`src/rtl/lamp_pkg.sv`:
```
package lamp_pkg;
    localparam int NSRC      = 7;
    localparam int WORD_W    = 32;
    localparam int LIVE_POS  = 15;
    localparam int HOLD_POS  = NSRC;

    typedef struct packed {
        logic            hold_on;
        logic [NSRC-1:0] src_en;
    } lamp_cfg_t;

    localparam lamp_cfg_t CFG_HARD_DEFAULT = '{hold_on: 1'b1, src_en: 7'h40};

    function automatic lamp_cfg_t cfg_from_word(input logic [WORD_W-1:0] w);
        lamp_cfg_t c;
        c.hold_on = w[HOLD_POS];
        c.src_en  = w[NSRC-1:0];
        return c;
    endfunction

    function automatic logic [WORD_W-1:0] word_from_cfg(input lamp_cfg_t c, input logic live);
        logic [WORD_W-1:0] w;
        w                 = '0;
        w[NSRC-1:0]       = c.src_en;
        w[HOLD_POS]       = c.hold_on;
        w[LIVE_POS]       = live;
        return w;
    endfunction
endpackage

```
`src/rtl/lamp_cfg_reg.sv`:
```
module lamp_cfg_reg
    import lamp_pkg::*;
(
    input  logic              clk,
    input  logic              hard_rst,
    input  logic              wr_en,
    input  logic [WORD_W-1:0] wdata,
    output lamp_cfg_t         cfg
);
    always_ff @(posedge clk) begin
        if (hard_rst) begin
            cfg <= CFG_HARD_DEFAULT;
        end else if (wr_en) begin
            cfg <= cfg_from_word(wdata);
        end
    end
endmodule

```
`src/rtl/lamp_combine.sv`:
```
module lamp_combine
    import lamp_pkg::*;
#(
    parameter int N = NSRC
) (
    input  logic [N-1:0] src,
    input  logic [N-1:0] en,
    input  logic         link_ok,
    output logic         any,
    output logic         live
);
    logic [N-1:0] gated;

    for (genvar i = 0; i < N; i++) begin : g_gate
        assign gated[i] = src[i] & en[i];
    end

    assign any  = |gated;
    assign live = any & link_ok;
endmodule

```
`src/rtl/lamp_stretch.sv`:
```
module lamp_stretch #(
    parameter int HOLD_CLKS = 10_000_000
) (
    input  logic clk,
    input  logic hard_rst,
    input  logic soft_rst,
    input  logic hold_on,
    input  logic any,
    output logic lamp_on
);
    localparam int          CW   = $clog2(HOLD_CLKS + 1);
    localparam logic [CW-1:0] LOAD = CW'(HOLD_CLKS - 1);

    logic          any_q;
    logic [CW-1:0] left;
    logic          rise;
    logic          holding;

    assign rise    = any & ~any_q;
    assign holding = (left != '0);

    always_ff @(posedge clk) begin
        if (hard_rst) begin
            any_q   <= 1'b0;
            left    <= '0;
            lamp_on <= 1'b0;
        end else if (soft_rst) begin
            any_q   <= any;
            left    <= '0;
            lamp_on <= any;
        end else begin
            any_q   <= any;
            lamp_on <= hold_on ? (any | holding) : any;
            if (rise) begin
                left <= LOAD;
            end else if (holding) begin
                left <= left - CW'(1);
            end
        end
    end
endmodule

```
`src/rtl/status_lamp.sv`:
```
module status_lamp
    import lamp_pkg::*;
#(
    parameter int HOLD_CLKS = 10_000_000
) (
    input  logic              clk,
    input  logic              rst,
    input  logic              soft_rst,
    input  logic              link_ok,
    input  logic [NSRC-1:0]   evt_src,
    input  logic              reg_wr_en,
    input  logic [WORD_W-1:0] reg_wdata,
    output logic [WORD_W-1:0] reg_rdata,
    output logic              lamp_n
);
    lamp_cfg_t cfg;
    logic      any;
    logic      live;
    logic      lamp_on;

    lamp_cfg_reg u_cfg (
        .clk      (clk),
        .hard_rst (rst),
        .wr_en    (reg_wr_en),
        .wdata    (reg_wdata),
        .cfg      (cfg)
    );

    lamp_combine #(.N(NSRC)) u_comb (
        .src     (evt_src),
        .en      (cfg.src_en),
        .link_ok (link_ok),
        .any     (any),
        .live    (live)
    );

    lamp_stretch #(.HOLD_CLKS(HOLD_CLKS)) u_hold (
        .clk      (clk),
        .hard_rst (rst),
        .soft_rst (soft_rst),
        .hold_on  (cfg.hold_on),
        .any      (any),
        .lamp_on  (lamp_on)
    );

    assign reg_rdata = word_from_cfg(cfg, live);
    assign lamp_n    = ~lamp_on;
endmodule

```
`config.mk`:
```
export PLATFORM = sky130hd
export DESIGN_NAME = status_lamp
export DESIGN_NICKNAME = d
export VERILOG_FILES = /design/src/rtl/lamp_pkg.sv /design/src/rtl/lamp_cfg_reg.sv /design/src/rtl/lamp_combine.sv /design/src/rtl/lamp_stretch.sv /design/src/rtl/status_lamp.sv
export SDC_FILE = /design/constraint.sdc
export NUM_CORES = 1
export LEC_CHECK = 0
export ABC_AREA = 1
export BUFFER_PORTS_ARGS = -buffer_cell sky130_fd_sc_hd__buf_2
export CAP_MARGIN = 20
export CELL_PAD_IN_SITES_DETAIL_PLACEMENT = 1
export CELL_PAD_IN_SITES_GLOBAL_PLACEMENT = 2
export CORE_ASPECT_RATIO = 0.5
export CORE_MARGIN = 2
export CORE_UTILIZATION = 28
export CTS_BUF_LIST = sky130_fd_sc_hd__clkbuf_8
export CTS_CLUSTER_DIAMETER = 40
export DETAILED_ROUTE_END_ITERATION = 12
export PLACE_DENSITY_LB_ADDON = 0.15
export SYNTH_ARGS = -nofsm -noshare
export SYNTH_HDL_FRONTEND = slang
export SYNTH_HIERARCHICAL = 1
export SYNTH_SLANG_ARGS = --single-unit
```
`constraint.sdc`:
```
create_clock -name clk -period 2.53 [get_ports clk]
set_input_delay 0.253 -clock clk [delete_from_list [all_inputs] [get_ports clk]]
set_output_delay 0.253 -clock clk [all_outputs]
set_load 0.01 [all_outputs]
```
# Word level (Yosys, flattened, before mapping)
# Index checks and enable logic that the tools add are counted.
dict set report totals {
  wordCells 28
  out_inout_bits 33
  reg_bits 34
}
dict set report classes {
  reduce_logical 5
  muxes 4
  n_addsub 1
  bitwise 12
}
# cell count
set ops {}
lappend ops {{2-to-1 mux 24 bit} 2}
lappend ops {{nonzero test 24 bit} 1}
lappend ops {{subtractor 24 x 1 -> 24 bit (second input constant)} 1}
lappend ops {{AND 1 bit} 9}
lappend ops {{OR reduction 7 bit} 1}
lappend ops {{OR reduction 3 bit} 1}
lappend ops {{2-to-1 mux 1 bit} 2}
lappend ops {{inverter 1 bit} 2}
lappend ops {{nonzero test 2 bit} 1}
lappend ops {{OR reduction 2 bit} 1}
lappend ops {{OR 1 bit} 1}

# Longest topological paths before layout
# Gate-level depths: netlist of run 1.
dict set report depth {
  ltp_word 5
  depth_mapped 10
  mapped_depth_nobuf 10
}

# Hierarchy
# Netlist of run 1, hierarchy kept.
# mod cells_per_inst n_inst area_per_inst_um2
set modules_own_cells {}
lappend modules_own_cells {lamp_stretch 227 1 1537.7}
lappend modules_own_cells {lamp_cfg_reg 47 1 316.6}
lappend modules_own_cells {status_lamp 26 1 187.7}
lappend modules_own_cells {lamp_combine 16 1 70.1}

# Worst setup path before layout of run 1
# No wires, ideal clock.
dict set report synth_timing {
  kind {register to register}
  start {register u_hold.left[0]}
  end {register u_hold.left[4]}
  slack_ns 1.176
  t_arrival_ns 1.235
  required_ns 2.411
  stages_incl_launch_ff 8
  path_cell_list {dfxtp_1 -> inv_2 -> ha_1 -> nand2_1 -> inv_1 -> or2_2 -> nand3_1 -> a21oi_1}
}
dict set report synth_via {
  elab_chain_len 3
}
# element line
set synth_lines {}
lappend synth_lines {{from (decl)} lamp_stretch.sv:15} ;# logic [CW-1:0] left;
lappend synth_lines {{from (signal assigned)} lamp_stretch.sv:37} ;# left <= left - CW'(1);
lappend synth_lines {{subtractor 24 x 1 -> 24 bit} lamp_stretch.sv:37}
lappend synth_lines {{2-to-1 mux 24 bit} lamp_stretch.sv:36} ;# end else if (holding) begin
lappend synth_lines {{2-to-1 mux 24 bit} lamp_stretch.sv:34} ;# if (rise) begin
# Parallel ways exist; a longest one is shown, timed or not. The select of a mux whose other input is x is not followed.
# A chain may end at the register's enable or synchronous reset.

# Final worst setup path of run 1
dict set report layout_timing {
  start {register u_hold.left[0]}
  end {register u_hold.left[0]}
}
# Same word-level chain as after synthesis.

==> impl_metrics.yaml, run 1 <==
status:
  outcome: "finished, final reports clean"
sta:
  period_share_pct: 71.5
  skew_ps: 6.89
  layout_min_cycle_time_ps: 1810
  max_freq_mhz: 553
  setup_tns_ps: 0
  finalSetupViolations: 0
  rsz0062_at_grt: "false"
  hold_viol: 0
  slew_violations: 0
yosys:
  synth_top_family_by_area: "simple AND/OR/NAND/NOR gates"
  ys_ff_latch: 34
  synth_area_leaders: "dfxtp_1 32%, nand2_1 12%, nor2_1 9.8%, buf_4 8.9%, nand3_1 7.8%"
  yosysTopAreaCellShare_pct: 32.2
  synth-compound-area-share_pct: 4.86
  synth_seq_area_share_pct: 32.2
  synth.distinct_cells: 27
  synth_area_um2: 2110
  synth.mux.area_fraction_pct: 0
  synth_adder_area_share_pct: 1.18
  synth_area_leader_cell: "dfxtp_1"
  yosysWarnings: 6
  synth_xor_area_share_pct: 3.73
  netlist_instances: 316
  synthSimpleGateAreaFrac_pct: 41.6
  synth.avg_cell_area_um2: 6.68
placed_design:
  port_buffers: 29
  hpwl_um: 4340
  gp_congestion: 0.789
setup_path:
  slowest_stage: "nand3_2"
  cp_data_required_time_ps: 2730
  max_stage_delay_ps: 400
  crit_path_end_kind: "register"
  cp_data_arrival_time_ps: 2000
  path_common_cell: "nand2_1"
  path_class: "register to register"
  cp_cell_sequence: "inv_2 -> ha_1 -> nand2_1 -> nor2_1 -> nand3_2 -> nand2_1 -> nand3_1 -> nand2_1 -> inv_1"
  crit_buf_inv: 2
  start_kind: "register"
  path_delay_family: "simple AND/OR/NAND/NOR gates"
  cp_max_fo: 20
grt:
  grt_pass1_wl_um: 9340
  antenna_found_initial: 0
  grt_usage_pct: 14.3
  grt_overflow: 0
  first_global_vias: 1930
  grt_max_degree: 21
cts:
  cts_resized: 0
  clk_latency_ps: 290
  clk_path_buf_depth: 2
  path_clk_slew_ps: 80
  cts_inserted_buffers: 5
  cts_setup_buffers: 0
  htree_num_levels: 2
  cts_tree: "done"
  cts.sinks: 34
  hold_buffers: 0
  cts-root-buf: "clkbuf_8"
routing:
  drt-vias-per-instance: 4.24
  drtPass1Iterations: 4
  ant_nets: 0
  drt-wirelength-per-cell_um: 12.3
  vias: 1876
  drtIter0Drc: 82
  drc: 0
  wl_um: 5430
die:
  core_um2: 7320
  die_x_um: 127
  die_area_um2: 8300
  pin_count: 77
  start_util_pct: 28.8
  die_height_um: 65.4
  rows: 22
power_and_ir_drop:
  ir_drop_v: 0.000351
  p_leak_nw: 1.21
  p_per_area_nw_per_um2: 696
cells_and_area:
  utilization_pct: 32.2
  nets: 391
  drive_above_1_share_pct: 19.7
  area_growth_pct: 11.6
  diodes: 0
  most-common-layout-cells: "70 x nand2_1, 55 x nor2_1, 34 x dfxtp_1, 33 x nand3_1, 30 x inv_1"
  layout_commonest_cell: "nand2_1"
job:
  maxCapViolations: 0
worst_hold_path:
  hold_class: "input port to register"
[flip-flops by register name (all words and copies together) (netlist names)]
register / cells
u_hold/left: 24
u_cfg/cfg: 8
u_hold/any_q: 1
u_hold/lamp_on: 1
[per-stage QoR]
step	setup slack, ps	hold slack, ps	area, µm²	instances	power [W]
floorplan	1180	336	2190	338	0.00105
global placement	700	463	2240	434	0.00113
detailed placement	707	469	2240	434	0.00114
CTS	681	161	2360	442	0.00167
global route	536	161	2360	442	0.00177
finish	722	166	2360	442	0.00164
[cell usage after synthesis (all sizes together)]
| cell type | count |
|---|---|
| buf | 27 |
| dfxtp | 34 |
| a31o | 1 |
| nand3 | 36 |
| xor2 | 4 |
| ha | 2 |
| conb | 1 |
| clkbuf | 2 |
| nor2 | 71 |
| nand2 | 75 |
| inv | 32 |
| xnor2 | 5 |
| o21ai | 1 |
| and3 | 2 |
| nand4 | 3 |
| a21oi | 14 |
| clkinv | 1 |
| a21o | 2 |
| or2 | 3 |
[cells by family after synthesis]
logic type | Yosys count
simple gates | 190
xor+xnor | 9
fa+ha+maj | 2
flops | 34
compound gates | 18
buf+inv | 62
other cells | 1
[worst paths after layout]
check / startpoint / to / slack (ps) / cells past startpoint
worst max-delay path: u_hold/left[0] / u_hold/left[0] / 720 / 9
worst min-delay path: rst / u_hold/any_q / 170 / 2
worst max register to register: u_hold/left[0] / u_hold/left[0] / 720 / 9
worst min register to register: u_cfg/cfg[7] / u_cfg/cfg[7] / 500 / 2
[routing by layer]
layer / part of all wire, % / wire length [µm] / GRT usage (%)
met5: 0 / 0 / 0
met4: 0.037 / 2 / 1.65
met3: 6.2 / 338 / 4.40
met2: 42 / 2310 / 24.2
met1: 51 / 2790 / 18.6
[layout make-up]
cell class                      instances  area (µm²)
Sequential cell                        34         681
Fill cell                             953        4970
Clock inverter                          3        45.0
Clock buffer                            5        68.8
Inverter                               33         124
Tap cell                               96         120
Timing Repair Buffer                   29         145
Multi-Input combinational cell        242        1170
[report_power, final]
part	switching, W	leakage (nW)	internal, W
logic	0.000331	0.882	0.000179
clock network	0.000220	0.0504	0.000293
registers	0.0000416	0.280	0.000575
(Power assumes the default switching activity.)
==> inputs of run 2 (changes only) <==
--- a/config.mk
+++ b/config.mk
@@ -12,7 +12,7 @@
 export CELL_PAD_IN_SITES_GLOBAL_PLACEMENT = 2
 export CORE_ASPECT_RATIO = 0.5
 export CORE_MARGIN = 2
-export CORE_UTILIZATION = 28
+export CORE_UTILIZATION = 26
 export CTS_BUF_LIST = sky130_fd_sc_hd__clkbuf_8
 export CTS_CLUSTER_DIAMETER = 40
 export DETAILED_ROUTE_END_ITERATION = 12
==> constraint.sdc (replaced) <==
create_clock -name clk -period 1.8 [get_ports clk]
set_input_delay 0.18 -clock clk [delete_from_list [all_inputs] [get_ports clk]]
set_output_delay 0.18 -clock clk [all_outputs]
set_load 0.01 [all_outputs]
==> run 2 against run 1 <==
  * Non-clock buffer count up 8
  * Via count up 3.5%
  * First-iteration DRC count down 12%
  * Total power up 35%
  * Global-route usage down 0.31 points
  * Clock skew about the same
  * Utilization down 1.6 points
  * Sequential power up 40%
  * Largest power group unchanged
  * Critical endpoint is now u_hold/left[1]
  * Wire length up 7.9%
  * Worst hold slack worse by 70 ps
  * Die area up 7.3%
==> impl_metrics.yaml, run 2 (synthesis results as in run 1) <==
cts:
  cts-root-buf: "clkbuf_8"
  cts_setup_buffers: 0
  hold_buffers: 0
  cts.sinks: 34
  htree_num_levels: 2
  path_clk_slew_ps: 70
  cts_tree: "done"
  cts_inserted_buffers: 5
  cts_resized: 0
  clk_path_buf_depth: 2
  clk_latency_ps: 290
sta:
  period_share_pct: 87.4
  skew_ps: 6.83
  finalSetupViolations: 0
  max_freq_mhz: 636
  layout_min_cycle_time_ps: 1570
  hold_viol: 0
  slew_violations: 0
  rsz0062_at_grt: "false"
  setup_tns_ps: 0
die:
  rows: 23
  pin_count: 77
  die_area_um2: 8900
  die_x_um: 131
  die_height_um: 67.7
  start_util_pct: 26.6
  core_um2: 7940
cells_and_area:
  most-common-layout-cells: "70 x nand2_1, 55 x nor2_1, 34 x dfxtp_1, 33 x nand3_1, 31 x inv_1"
  regArea_um2: 681
  drive_above_1_share_pct: 21.5
  largest_reg_flops: 24
  regMostFlops: "u_hold/left"
  multi_input_area_um2: 1170
  diodes: 0
  top_regs: "u_hold/left x24, u_cfg/cfg x8"
  layout_commonest_cell: "nand2_1"
  area_growth_pct: 15.0
  nFillCells: 1046
  nets: 399
job:
  maxCapViolations: 0
setup_path:
  crit_start: "u_hold/left[0]"
  cp_data_required_time_ps: 1980
  crit_path_end_kind: "register"
  reg2reg_from: "u_hold/left[0]"
  start_kind: "register"
  path_class: "register to register"
  cp_data_arrival_time_ps: 1760
  cp_max_fo: 7
power_and_ir_drop:
  p_sw_share_pct: 37.2
  p_per_area_nw_per_um2: 913
  seqPwrFrac_pct: 39.0
  total_power_w: 0.00222
  p_clk_share_pct: 26.6
  switching_power_w: 0.000824
  ir_drop_v: 0.000252
  p_leak_nw: 1.26
  comb_power_share_pct: 34.4
  internal_power_w: 0.00139
routing:
  wl_um: 5870
  drc: 0
  drt-wirelength-per-cell_um: 12.6
  vias: 1941
  ant_nets: 0
  drtPass1Iterations: 4
  drtIter0Drc: 72
  drt-vias-per-instance: 4.17
worst_hold_path:
  hp-start: "rst"
  hold_class: "input port to register"
placed_design:
  hpwl_um: 4750
  port_buffers: 29
  gp_congestion: 0.719
grt:
  grt_max_degree: 16
  grt_overflow: 0
  grt_pass1_wl_um: 9590
  antenna_found_initial: 0
  grt_usage_pct: 13.9
  first_global_vias: 1972
status:
  outcome: "finished, final reports clean"
-- run 2: cell types whose count changed in the layout (fill, tap and decap cells not counted) --
cell | previous run | this run
ha_2 | 0 | 1
clkbuf_8 | 5 | 6
clkinv_2 | 0 | 1
bufinv_16 | 1 | 0
ha_1 | 2 | 1
buf_12 | 0 | 1
buf_4 | 0 | 7
clkinvlp_4 | 2 | 0
inv_1 | 30 | 31
-- run 2: power groups by stage --
| stage | clock (W) | sequential (W) | combinational [W] |
|---|---|---|---|
| floorplan | 0 | 0.000874 | 0.000598 |
| global placement | 0 | 0.000881 | 0.000747 |
| detailed placement | 0 | 0.000883 | 0.000766 |
| CTS | 0.000621 | 0.000866 | 0.000770 |
| global route | 0.000649 | 0.000874 | 0.000869 |
| finish | 0.000591 | 0.000864 | 0.000762 |
-- run 2: metal layers --
| layer | GRT usage [%] | routed length [µm] | vias up | part of all wire (%) |
|---|---|---|---|---|
| li1 | - | - | 1003 | - |
| met1 | 17.1 | 2910 | 880 | 50 |
| met2 | 24.9 | 2580 | 53 | 44 |
| met3 | 3.98 | 340 | 5 | 5.8 |
| met4 | 3.26 | 38 | 0 | 0.65 |
| met5 | 0 | 0 | - | 0 |
-- run 2: final cells by class --
cell class	instances	share of cell area, %
Multi-Input combinational cell	242	48.4
Sequential cell	34	28.0
Timing Repair Buffer	37	8.96
Tap cell	112	5.77
Inverter	33	5.10
Clock buffer	6	3.40
Clock inverter	2	0.361
-- run 2: worst paths after layout --
path                                  endpoint  slack [ps]  cells after the start
worst max-delay path            u_hold/left[1]         230                      8
worst min-delay path              u_hold/any_q         100                      2
worst max register to register  u_hold/left[1]         230                      8
worst min register to register    u_cfg/cfg[6]         490                      2
-- run 2: worst max-delay path: stages, from the launching register on --
cell      delay (ps)
dfxtp_1          340
inv_2            130
ha_1             240
nand3_1          100
nor2_1           120
nand3_2          210
clkinv_1         110
nand3_1           60
and3_1           150
-- run 2: per-stage QoR --
step           setup slack, ps  std cells  hold slack, ps  area, µm²  util [%]
6_report                   227        466            96.4       2430      30.6
5_1_grt                   52.1        466            92.3       2430      30.6
4_1_cts                    149        466            82.9       2430      30.5
3_5_place_dp               187        458             394       2330      29.4
3_3_place_gp               217        458             388       2330      29.4
2_1_floorplan              446        338             263       2190         -
